===== config.mk =====
export PLATFORM = sky130hd
export DESIGN_NAME = spi_crc_frame
export DESIGN_NICKNAME = d
export VERILOG_FILES = /design/src/rtl/spi_crc_frame.sv
export SDC_FILE = /design/constraint.sdc
export NUM_CORES = 1
export LEC_CHECK = 0
export CAP_MARGIN = 20
export CELL_PAD_IN_SITES_DETAIL_PLACEMENT = 0
export CELL_PAD_IN_SITES_GLOBAL_PLACEMENT = 1
export CORE_ASPECT_RATIO = 1.75
export CORE_MARGIN = 3
export CORE_UTILIZATION = 45
export DETAILED_ROUTE_END_ITERATION = 10
export DONT_BUFFER_PORTS = 1
export GPL_TIMING_DRIVEN = 0
export PLACE_DENSITY = 0.65
export SLEW_MARGIN = 30
export SYNTH_ARGS = -nofsm -noshare
export SYNTH_HDL_FRONTEND = slang
export SYNTH_SLANG_ARGS = --single-unit

===== constraint.sdc =====
create_clock -name clk -period 7.1 [get_ports clk]
set_input_delay 1.42 -clock clk [delete_from_list [all_inputs] [get_ports clk]]
set_output_delay 1.42 -clock clk [all_outputs]
set_load 0.02 [all_outputs]

===== src/rtl/spi_crc_frame.sv =====
module spi_crc_frame #(
  parameter int DW = 16,
  parameter logic [7:0] POLY = 8'h1D,
  parameter logic [7:0] SEED = 8'hFF
) (
  input  logic          clk,
  input  logic          rst_n,
  input  logic          sclk,
  input  logic          cs_n,
  input  logic          mosi,
  output logic          miso,
  input  logic [7:0]    status_in,
  output logic [6:0]    reg_addr,
  input  logic [DW-1:0] reg_rdata,
  output logic          reg_wr,
  output logic [DW-1:0] reg_wdata,
  output logic          crc_err,
  output logic          clk_err
);
  localparam int AW   = 7;
  localparam int HDR  = AW + 1;
  localparam int MW   = HDR + DW;
  localparam int FW   = MW + 8;
  localparam int CNTW = $clog2(FW) + 1;
  localparam logic [CNTW-1:0] FULL = CNTW'(FW);
  localparam logic [CNTW-1:0] CMAX = '1;

  function automatic logic [7:0] crc_of(input logic [MW-1:0] w);
    logic [7:0] c;
    logic fb;
    c = SEED;
    for (int i = MW - 1; i >= 0; i--) begin
      fb = c[7] ^ w[i];
      c  = {c[6:0], 1'b0} ^ (fb ? POLY : 8'h00);
    end
    return c;
  endfunction

  logic [2:0] sclk_sr, cs_sr, mosi_sr;
  logic [FW-1:0] rx;
  logic [CNTW-1:0] cnt;
  logic [7:0] status_q, rsp_crc;
  logic [DW-1:0] data_q, wdata_q;
  logic [AW-1:0] addr_q;
  logic load_pend, miso_q;

  wire rise     = sclk_sr[1] & ~sclk_sr[2];
  wire fall     = ~sclk_sr[1] & sclk_sr[2];
  wire cs_act   = ~cs_sr[1];
  wire cs_start = ~cs_sr[1] & cs_sr[2];
  wire cs_end   = cs_sr[1] & ~cs_sr[2];
  wire [7:0] rx_crc = crc_of(rx[FW-1:8]);
  wire [FW-1:0] rsp    = {status_q, data_q, rsp_crc};
  wire [FW-1:0] rsp_sh = rsp << cnt;

  assign miso      = miso_q;
  assign reg_addr  = addr_q;
  assign reg_wdata = wdata_q;

  always_ff @(posedge clk or negedge rst_n) begin
    if (!rst_n) begin
      sclk_sr <= '0;
      cs_sr   <= '1;
      mosi_sr <= '0;
    end else begin
      sclk_sr <= {sclk_sr[1:0], sclk};
      cs_sr   <= {cs_sr[1:0], cs_n};
      mosi_sr <= {mosi_sr[1:0], mosi};
    end
  end

  always_ff @(posedge clk or negedge rst_n) begin
    if (!rst_n) begin
      rx <= '0; cnt <= '0; status_q <= '0; data_q <= '0; rsp_crc <= '0;
      wdata_q <= '0; addr_q <= '0; load_pend <= 1'b0; miso_q <= 1'b0;
      reg_wr <= 1'b0; crc_err <= 1'b0; clk_err <= 1'b0;
    end else begin
      reg_wr    <= 1'b0;
      crc_err   <= 1'b0;
      clk_err   <= 1'b0;
      load_pend <= 1'b0;
      if (cs_start) begin
        cnt      <= '0;
        status_q <= status_in;
        data_q   <= '0;
        rsp_crc  <= '0;
        miso_q   <= status_in[7];
      end else if (cs_act) begin
        if (rise) begin
          rx <= {rx[FW-2:0], mosi_sr[1]};
          if (cnt != CMAX) cnt <= cnt + 1'b1;
          if (cnt == CNTW'(HDR - 1)) begin
            addr_q    <= rx[AW-1:0];
            load_pend <= 1'b1;
          end
        end
        if (load_pend) begin
          data_q  <= reg_rdata;
          rsp_crc <= crc_of({status_q, reg_rdata});
        end
        if (fall) miso_q <= (cnt < FULL) ? rsp_sh[FW-1] : 1'b0;
      end else begin
        miso_q <= 1'b0;
        if (cs_end) begin
          if (cnt != FULL) clk_err <= 1'b1;
          else if (rx_crc != rx[7:0]) crc_err <= 1'b1;
          else if (rx[FW-HDR]) begin
            reg_wr  <= 1'b1;
            addr_q  <= rx[FW-1:FW-AW];
            wdata_q <= rx[FW-HDR-1:8];
          end
        end
      end
    end
  end

  AST_WR_SINGLE: assert property (@(posedge clk) disable iff (!rst_n) reg_wr |=> !reg_wr);
  AST_ONE_OUTCOME: assert property (@(posedge clk) disable iff (!rst_n) $onehot0({reg_wr, crc_err, clk_err}));
  AST_WR_FULL_FRAME: assert property (@(posedge clk) disable iff (!rst_n) (reg_wr || crc_err) |-> $past(cnt) == FULL);
  AST_IDLE_MISO: assert property (@(posedge clk) disable iff (!rst_n) (cs_sr[1] && cs_sr[2]) |-> !miso);
  AST_STATUS_FIRST: assert property (@(posedge clk) disable iff (!rst_n) cs_start |=> miso == $past(status_in[7]));
  AST_ERR_SINGLE: assert property (@(posedge clk) disable iff (!rst_n) (crc_err || clk_err) |=> !(crc_err || clk_err));
endmodule


; ---- Word-level counts from Yosys, hierarchy flattened
; Index checks and enable logic that the tools add are counted.
[totals]
regBits = 106
out_inout_bits = 27
word_cells = 231
[op_classes]
bitwise_logic = 105
mux = 88
n_reduce_logical = 11
order_cmp = 1
eq_ne = 9
n_addsub = 1
shift = 1
[op_table]
columns = cell, count
row1 = bitwise XOR 8 x 5 -> 8 bit, 46
row2 = 2-to-1 mux 5 bit, 48
row3 = 2-to-1 mux 7 bit, 7
row4 = 2-to-1 mux 16 bit, 3
row5 = bitwise XOR 1 bit, 46
row6 = << shifter 32 x 6 -> 32 bit, 1
row7 = 2-to-1 mux 6 bit, 4
row8 = 2-to-1 mux 8 bit, 3
row9 = 2-to-1 mux 1 bit, 23
row10 = NOT 4 -> 7 bit, 2
row11 = != test 6 bit (second input constant), 2
row12 = nonzero test 2 bit, 5
row13 = != test 8 bit, 1
row14 = NOT 1 bit, 7
row15 = AND reduction 7 bit, 1
row16 = adder 6 x 1 -> 6 bit (second input constant), 1
row17 = equality test 6 x 3 -> 1 bit (second input constant), 1
row18 = < comparator 6 bit (second input constant), 1
row19 = != test 2 x 1 -> 1 bit (second input constant), 3
row20 = AND reduction 3 bit, 2
row21 = AND reduction 6 bit, 1
row22 = AND 1 bit, 4
row23 = != test 2 bit (second input constant), 2
row24 = nonzero test 3 bit, 1
row25 = AND reduction 2 bit, 1

; ---- Longest topological paths before layout
[depth]
ltp_word = 77
ltp_mapped = 10
mapped_depth_nobuf = 8

; ---- Worst setup path after synthesis
; Ideal clock, no wire load.
[synth_timing]
path_kind = input to register
start = input port reg_rdata[15]
end = register rsp_crc[2]
cell_stages = 8
setup_ps = 121
required_time_ps = 6979
arrival_time_ps = 3214
setup_slack_ps = 3765
path_buffers = 0
path_cell_list = xor2_1 > xnor3_1 > xnor2_1 > xnor2_1 > xnor2_1 > xnor2_1 > xor2_1 > a22o_1
[synth_between]
elab_chain_cells = 27
word_cells_on_any_way = 39
classes_between = 13 x mux / 26 x bitwise
[synth_lines]
columns = element, line_no
row1 = from (decl), 14  ; input logic [DW-1:0] reg_rdata,
row2 = bitwise XOR 1 bit (*), 33  ; fb = c[7] ^ w[i];
row3 = 2-to-1 mux 5 bit (*), 34  ; c = {c[6:0], 1'b0} ^ (fb ? POLY : 8'h00);
row4 = bitwise XOR 8 x 5 -> 8 bit (*) (4 in a row), 34
row5 = bitwise XOR 1 bit / bitwise XOR 8 x 5 -> 8 bit (equally long branches), "33, 34"
row6 = 2-to-1 mux 5 bit (tied with other cells), 34
row7 = bitwise XOR 8 x 5 -> 8 bit (*) (4 in a row), 34
row8 = bitwise XOR 1 bit / bitwise XOR 8 x 5 -> 8 bit (equally long branches), "33, 34"
row9 = 2-to-1 mux 5 bit (tied with other cells), 34
row10 = bitwise XOR 8 x 5 -> 8 bit (*) (5 in a row), 34
row11 = bitwise XOR 1 bit / bitwise XOR 8 x 5 -> 8 bit (equally long branches), "33, 34"
row12 = 2-to-1 mux 5 bit / bitwise XOR 8 x 5 -> 8 bit (equally long branches), 34
row13 = bitwise XOR 8 x 5 -> 8 bit (*) (3 in a row), 34
row14 = 2-to-1 mux 8 bit (*), 97  ; if (load_pend) begin
row15 = 2-to-1 mux 8 bit (*), 88  ; end else if (cs_act) begin
row16 = 2-to-1 mux 8 bit (*), 82  ; if (cs_start) begin
row17 = to (signal assigned), 99  ; rsp_crc <= crc_of({status_q, reg_rdata});
row18 = to (decl), 42  ; logic [7:0] status_q, rsp_crc;
; Mark *: on every way between the ends. The rest lies on a longest branch, timed or not. The select of a mux whose other input is x is not followed.
; A chain may end at the register's enable or synchronous reset.

; ---- Final worst setup path
[layout_timing]
start = register rx[25]
end = register wdata_q[10] (netlist: reg_wdata[10])
[layout_between]
elab_chain_cells = 31
word_cells_on_any_way = 49
classes_between = 1 x eq/ne / 14 x mux / 33 x bitwise / 1 x reduce/logical
[layout_lines]
columns = element, line_no
row1 = from (decl), 40  ; logic [FW-1:0] rx;
row2 = from (signal assigned), 90  ; rx <= {rx[FW-2:0], mosi_sr[1]};
row3 = bitwise XOR 1 bit (*), 33
row4 = 2-to-1 mux 5 bit (*), 34
row5 = bitwise XOR 8 x 5 -> 8 bit (*) (4 in a row), 34
row6 = bitwise XOR 1 bit / bitwise XOR 8 x 5 -> 8 bit (equally long branches), "33, 34"
row7 = 2-to-1 mux 5 bit / bitwise XOR 1 bit (equally long branches), "34, 33"
row8 = bitwise XOR 8 x 5 -> 8 bit (*) (4 in a row), 34
row9 = bitwise XOR 1 bit / bitwise XOR 8 x 5 -> 8 bit (equally long branches), "33, 34"
row10 = 2-to-1 mux 5 bit / bitwise XOR 1 bit (equally long branches), "34, 33"
row11 = [... 5 more ...], n/a
row12 = 2-to-1 mux 5 bit / bitwise XOR 1 bit (equally long branches), "34, 33"
row13 = bitwise XOR 8 x 5 -> 8 bit (*) (5 in a row), 34
row14 = bitwise XOR 1 bit / 2-to-1 mux 5 bit (equally long branches), "33, 34"
row15 = 2-to-1 mux 5 bit / bitwise XOR 8 x 5 -> 8 bit (equally long branches), 34
row16 = bitwise XOR 8 x 5 -> 8 bit (*), 34
row17 = != test 8 bit (*), 106  ; else if (rx_crc != rx[7:0]) crc_err <= 1'b1;
row18 = NOT 1 bit (no line) (*), n/a
row19 = AND reduction 6 bit (no line) (*), n/a
row20 = to (signal assigned), 110  ; wdata_q <= rx[FW-HDR-1:8];
row21 = to (decl), 43  ; logic [DW-1:0] data_q, wdata_q;
; Mark *: on every way between the ends. The rest lies on a longest branch, timed or not.

==> results.json <==
{
  "status": "completed",
  "crit_type": "reg -> reg",
  "ys_ff_latch": 106,
  "syn_inst": 425,
  "cp-end-kind": "flip-flop",
  "power_frac_comb_pct": 32.0,
  "dpl_cell_area_um2": 6145,
  "maxCapViolations": 0,
  "clockBufferDepth": 2,
  "drc": 0,
  "clockPowerShare_pct": 28.5,
  "drtPass1Iterations": 4,
  "area_growth_pct": 8.202,
  "p_seq_share_pct": 39.5,
  "cts_resized": 0,
  "portBuffers": 0,
  "htree_levels": 3,
  "viasPerCell": 5.328,
  "fp.dieW_um": 92.81,
  "postRouteAntennaNets": 0,
  "crit_path_start_kind": "flip-flop",
  "grt_pass1_wl_um": 20110,
  "r2r-start": "rx[25]",
  "slew_headroom_pct": 46.53,
  "io_pins": 56,
  "cts_tree": "built",
  "switching_power_w": 0.0005199,
  "drive_gt1_share_pct": 25.40,
  "leakagePower_nw": 2.888,
  "avgSynthCellArea_um2": 13.96,
  "clkTransAtPathRegs_ns": 0.07,
  "synth_commonest_cells": "dfrtp_1, xnor2_1, mux2_2",
  "numCtsBuffers": 9,
  "critPathSlowestCell": "xnor3_1",
  "start_util_pct": 46.72,
  "finClkSkew_ns": 0.01105,
  "sw_frac_of_total_pct": 31.15,
  "worst_path_dominant_cell_family": "XOR/XNOR gates",
  "maxClockFrequency_mhz": 254.1,
  "power.density_nw_per_um2": 259.9,
  "die_y_um": 157.9,
  "cp.required_ns": 7.33,
  "rrSetupSlack_ns": 3.16,
  "cp_common_cell": "xnor3_1",
  "fin_crit_sh_pct": 55.43,
  "p_int_w": 0.001149,
  "vias": 3245,
  "place.gp.congestion": 0.8085,
  "cts_root_buffer": "clkbuf_16",
  "synth_flop_cell": "dfrtp_1",
  "grt_max_degree": 107,
  "nets": 467,
  "crit_fanout": 10,
  "drt-total-wl_um": 12640,
  "arrival_ns": 4.16,
  "synth.yosys.seq_area_share_pct": 44.76,
  "critical_path.startpoint": "rx[25]",
  "synth_edf_count": 0,
  "hp-class": "reg -> reg",
  "drtIter0Drc": 76,
  "slew_violations": 0,
  "diodes": 0,
  "synth_most_common_cell": "dfrtp_1",
  "antenna_found_initial": 0,
  "ctsHoldBuffers": 0,
  "clock_latency_ns": 0.35,
  "yosys.area.top_type": "dfrtp_1",
  "hold_viol": 0,
  "cts_sinks": 106,
  "worst_pin_slew_ns": 0.8020,
  "path_buf_inv": 2,
  "cts_setup_buffers": 0,
  "hold_start": "mosi_sr[0]",
  "final.setup.tns_ns": 0,
  "wl_per_cell_um": 20.76,
  "crit_chain": "clkbuf_1 > xnor3_1 > xnor3_1 > xnor3_1 > xnor2_1 > mux2i_1 > nand3_1 > nor3_4 > buf_12 > mux2_4",
  "grt_pass1_vias": 3587,
  "rsz0062_at_grt": "false",
  "setup-violations-final": 0,
  "overflow": 0,
  "hpwl_um": 9569,
  "row_count": 54,
  "core_area_um2": 12700,
  "fin_crit_ns": 3.936,
  "synth_warnings": 0,
  "irDropWorstVdd_mv": 0.2656,
  "netlist_area_um2": 5934,
  "syn-num-nets": 456,
  "ys_types": 44,
  "die_area_um2": 14660,
  "async_reset_ff_share_pct": 100.0,
  "cpPeakStageDelay_ns": 0.56,
  "synth_area_leaders": "dfrtp_1, xnor2_1, mux2_2, xnor3_1, xor2_1",
  "yosysTopAreaCellShare_pct": 43.43,
  "globalRouteTotalUtil_pct": 18.41,
  "final_area_um2": 6421
}
[metal layers]
| metal | track usage [%] | up-vias | share of wire [%] | routed length (um) |
|---|---|---|---|---|
| met2 | 37.50 | 60 | 61 | 7710 |
| met3 | 3.471 | 11 | 3.1 | 398 |
| li1 | - | 1511 | - | - |
| met4 | 5.241 | 0 | 1.4 | 180 |
| met5 | 0 | - | 0 | 0 |
| met1 | 18.41 | 1663 | 34 | 4351 |
[layout by cell type (no fill, tap or decap), types with 3 or more instances in the layout]
| cell type | n |
|---|---|
| a22o_1 | 24 |
| dfstp_2 | 3 |
| xnor3_4 | 3 |
| clkbuf_1 | 20 |
| xor2_1 | 27 |
| xnor3_1 | 15 |
| nand2_1 | 6 |
| mux2_2 | 59 |
| clkbuf_16 | 9 |
| buf_2 | 4 |
| mux2i_1 | 6 |
| inv_6 | 3 |
| nor2_1 | 8 |
| xor3_1 | 4 |
| dfrtp_1 | 103 |
| inv_1 | 5 |
| nand2b_1 | 3 |
| nand4_1 | 3 |
| nand3_1 | 3 |
| xnor2_1 | 77 |
| or3_1 | 3 |
| mux2_4 | 10 |
| mux4_2 | 10 |
[worst register-to-register path, stage by stage (launching register included)]
cell and delay [ns]:
dfrtp_1 0.32, clkbuf_1 0.42, xnor3_1 0.57, xnor3_1 0.40, xnor3_1 0.36, xnor2_1 0.18
mux2i_1 0.23, nand3_1 0.25, nor3_4 0.56, buf_12 0.23, mux2_4 0.31
[state kept, by name (all words and copies together) (netlist names), 6 cells and up]
| register | count |
|---|---|
| rx | 32 |
| data_q | 16 |
| reg_wdata | 16 |
| rsp_crc | 8 |
| status_q | 8 |
| reg_addr | 7 |
| cnt | 6 |
[power groups by stage]
stage	Sequential (W)	Clock (W)	Combinational, W
global placement	0.000672	0	0.000536
CTS	0.000660	0.000489	0.000543
floorplan	0.000658	0	0.000471
global route	0.000663	0.000508	0.000584
detailed placement	0.000672	0	0.000542
finish	0.000659	0.000475	0.000535
[metrics by stage]
stage	hold slack (ns)	worst slack, ns	power [W]	utilization [%]	cells
after floorplan	0.3312	3.765	0.001129	-	425
after global placement	0.3321	3.117	0.001208	48.37	593
after detailed placement	0.3371	3.069	0.001215	48.37	593
after CTS	0.3544	3.080	0.001692	50.55	609
after global routing	0.3591	2.961	0.001755	50.55	609
final	0.3536	3.164	0.001669	50.55	609
[area by class of cell]
class / instances / area [um^2]
tap: 168 / 210.2
multi-input combinational: 288 / 3141
clock buffer: 10 / 229.0
buffer: 26 / 118.9
fill: 1168 / 6281
inverter: 5 / 18.77
sequential: 106 / 2656
clock inverter: 6 / 47.55
[logic make-up (layout without fill, tap and decap cells)]
group,Yosys count,count (layout),share of synthesized area [%]
compound gates,32,32,4.617
xor+xnor,130,130,25.47
fa+ha+maj,2,2,0.4216
buf+inv,31,47,2.319
flops,106,106,44.76
mux,86,86,18.76
simple gates,38,38,3.648
[worst paths after layout]
path                                  to  cells past startpoint
setup / recovery           reg_wdata[10]                     10
hold / removal                mosi_sr[1]                      0
setup reg to reg           reg_wdata[10]                     10
hold reg to reg               mosi_sr[1]                      0
max in group asynchronous       cs_sr[0]                      0
min in group asynchronous    reg_addr[1]                      0
Note: power is estimated with default switching activity, not from simulation.
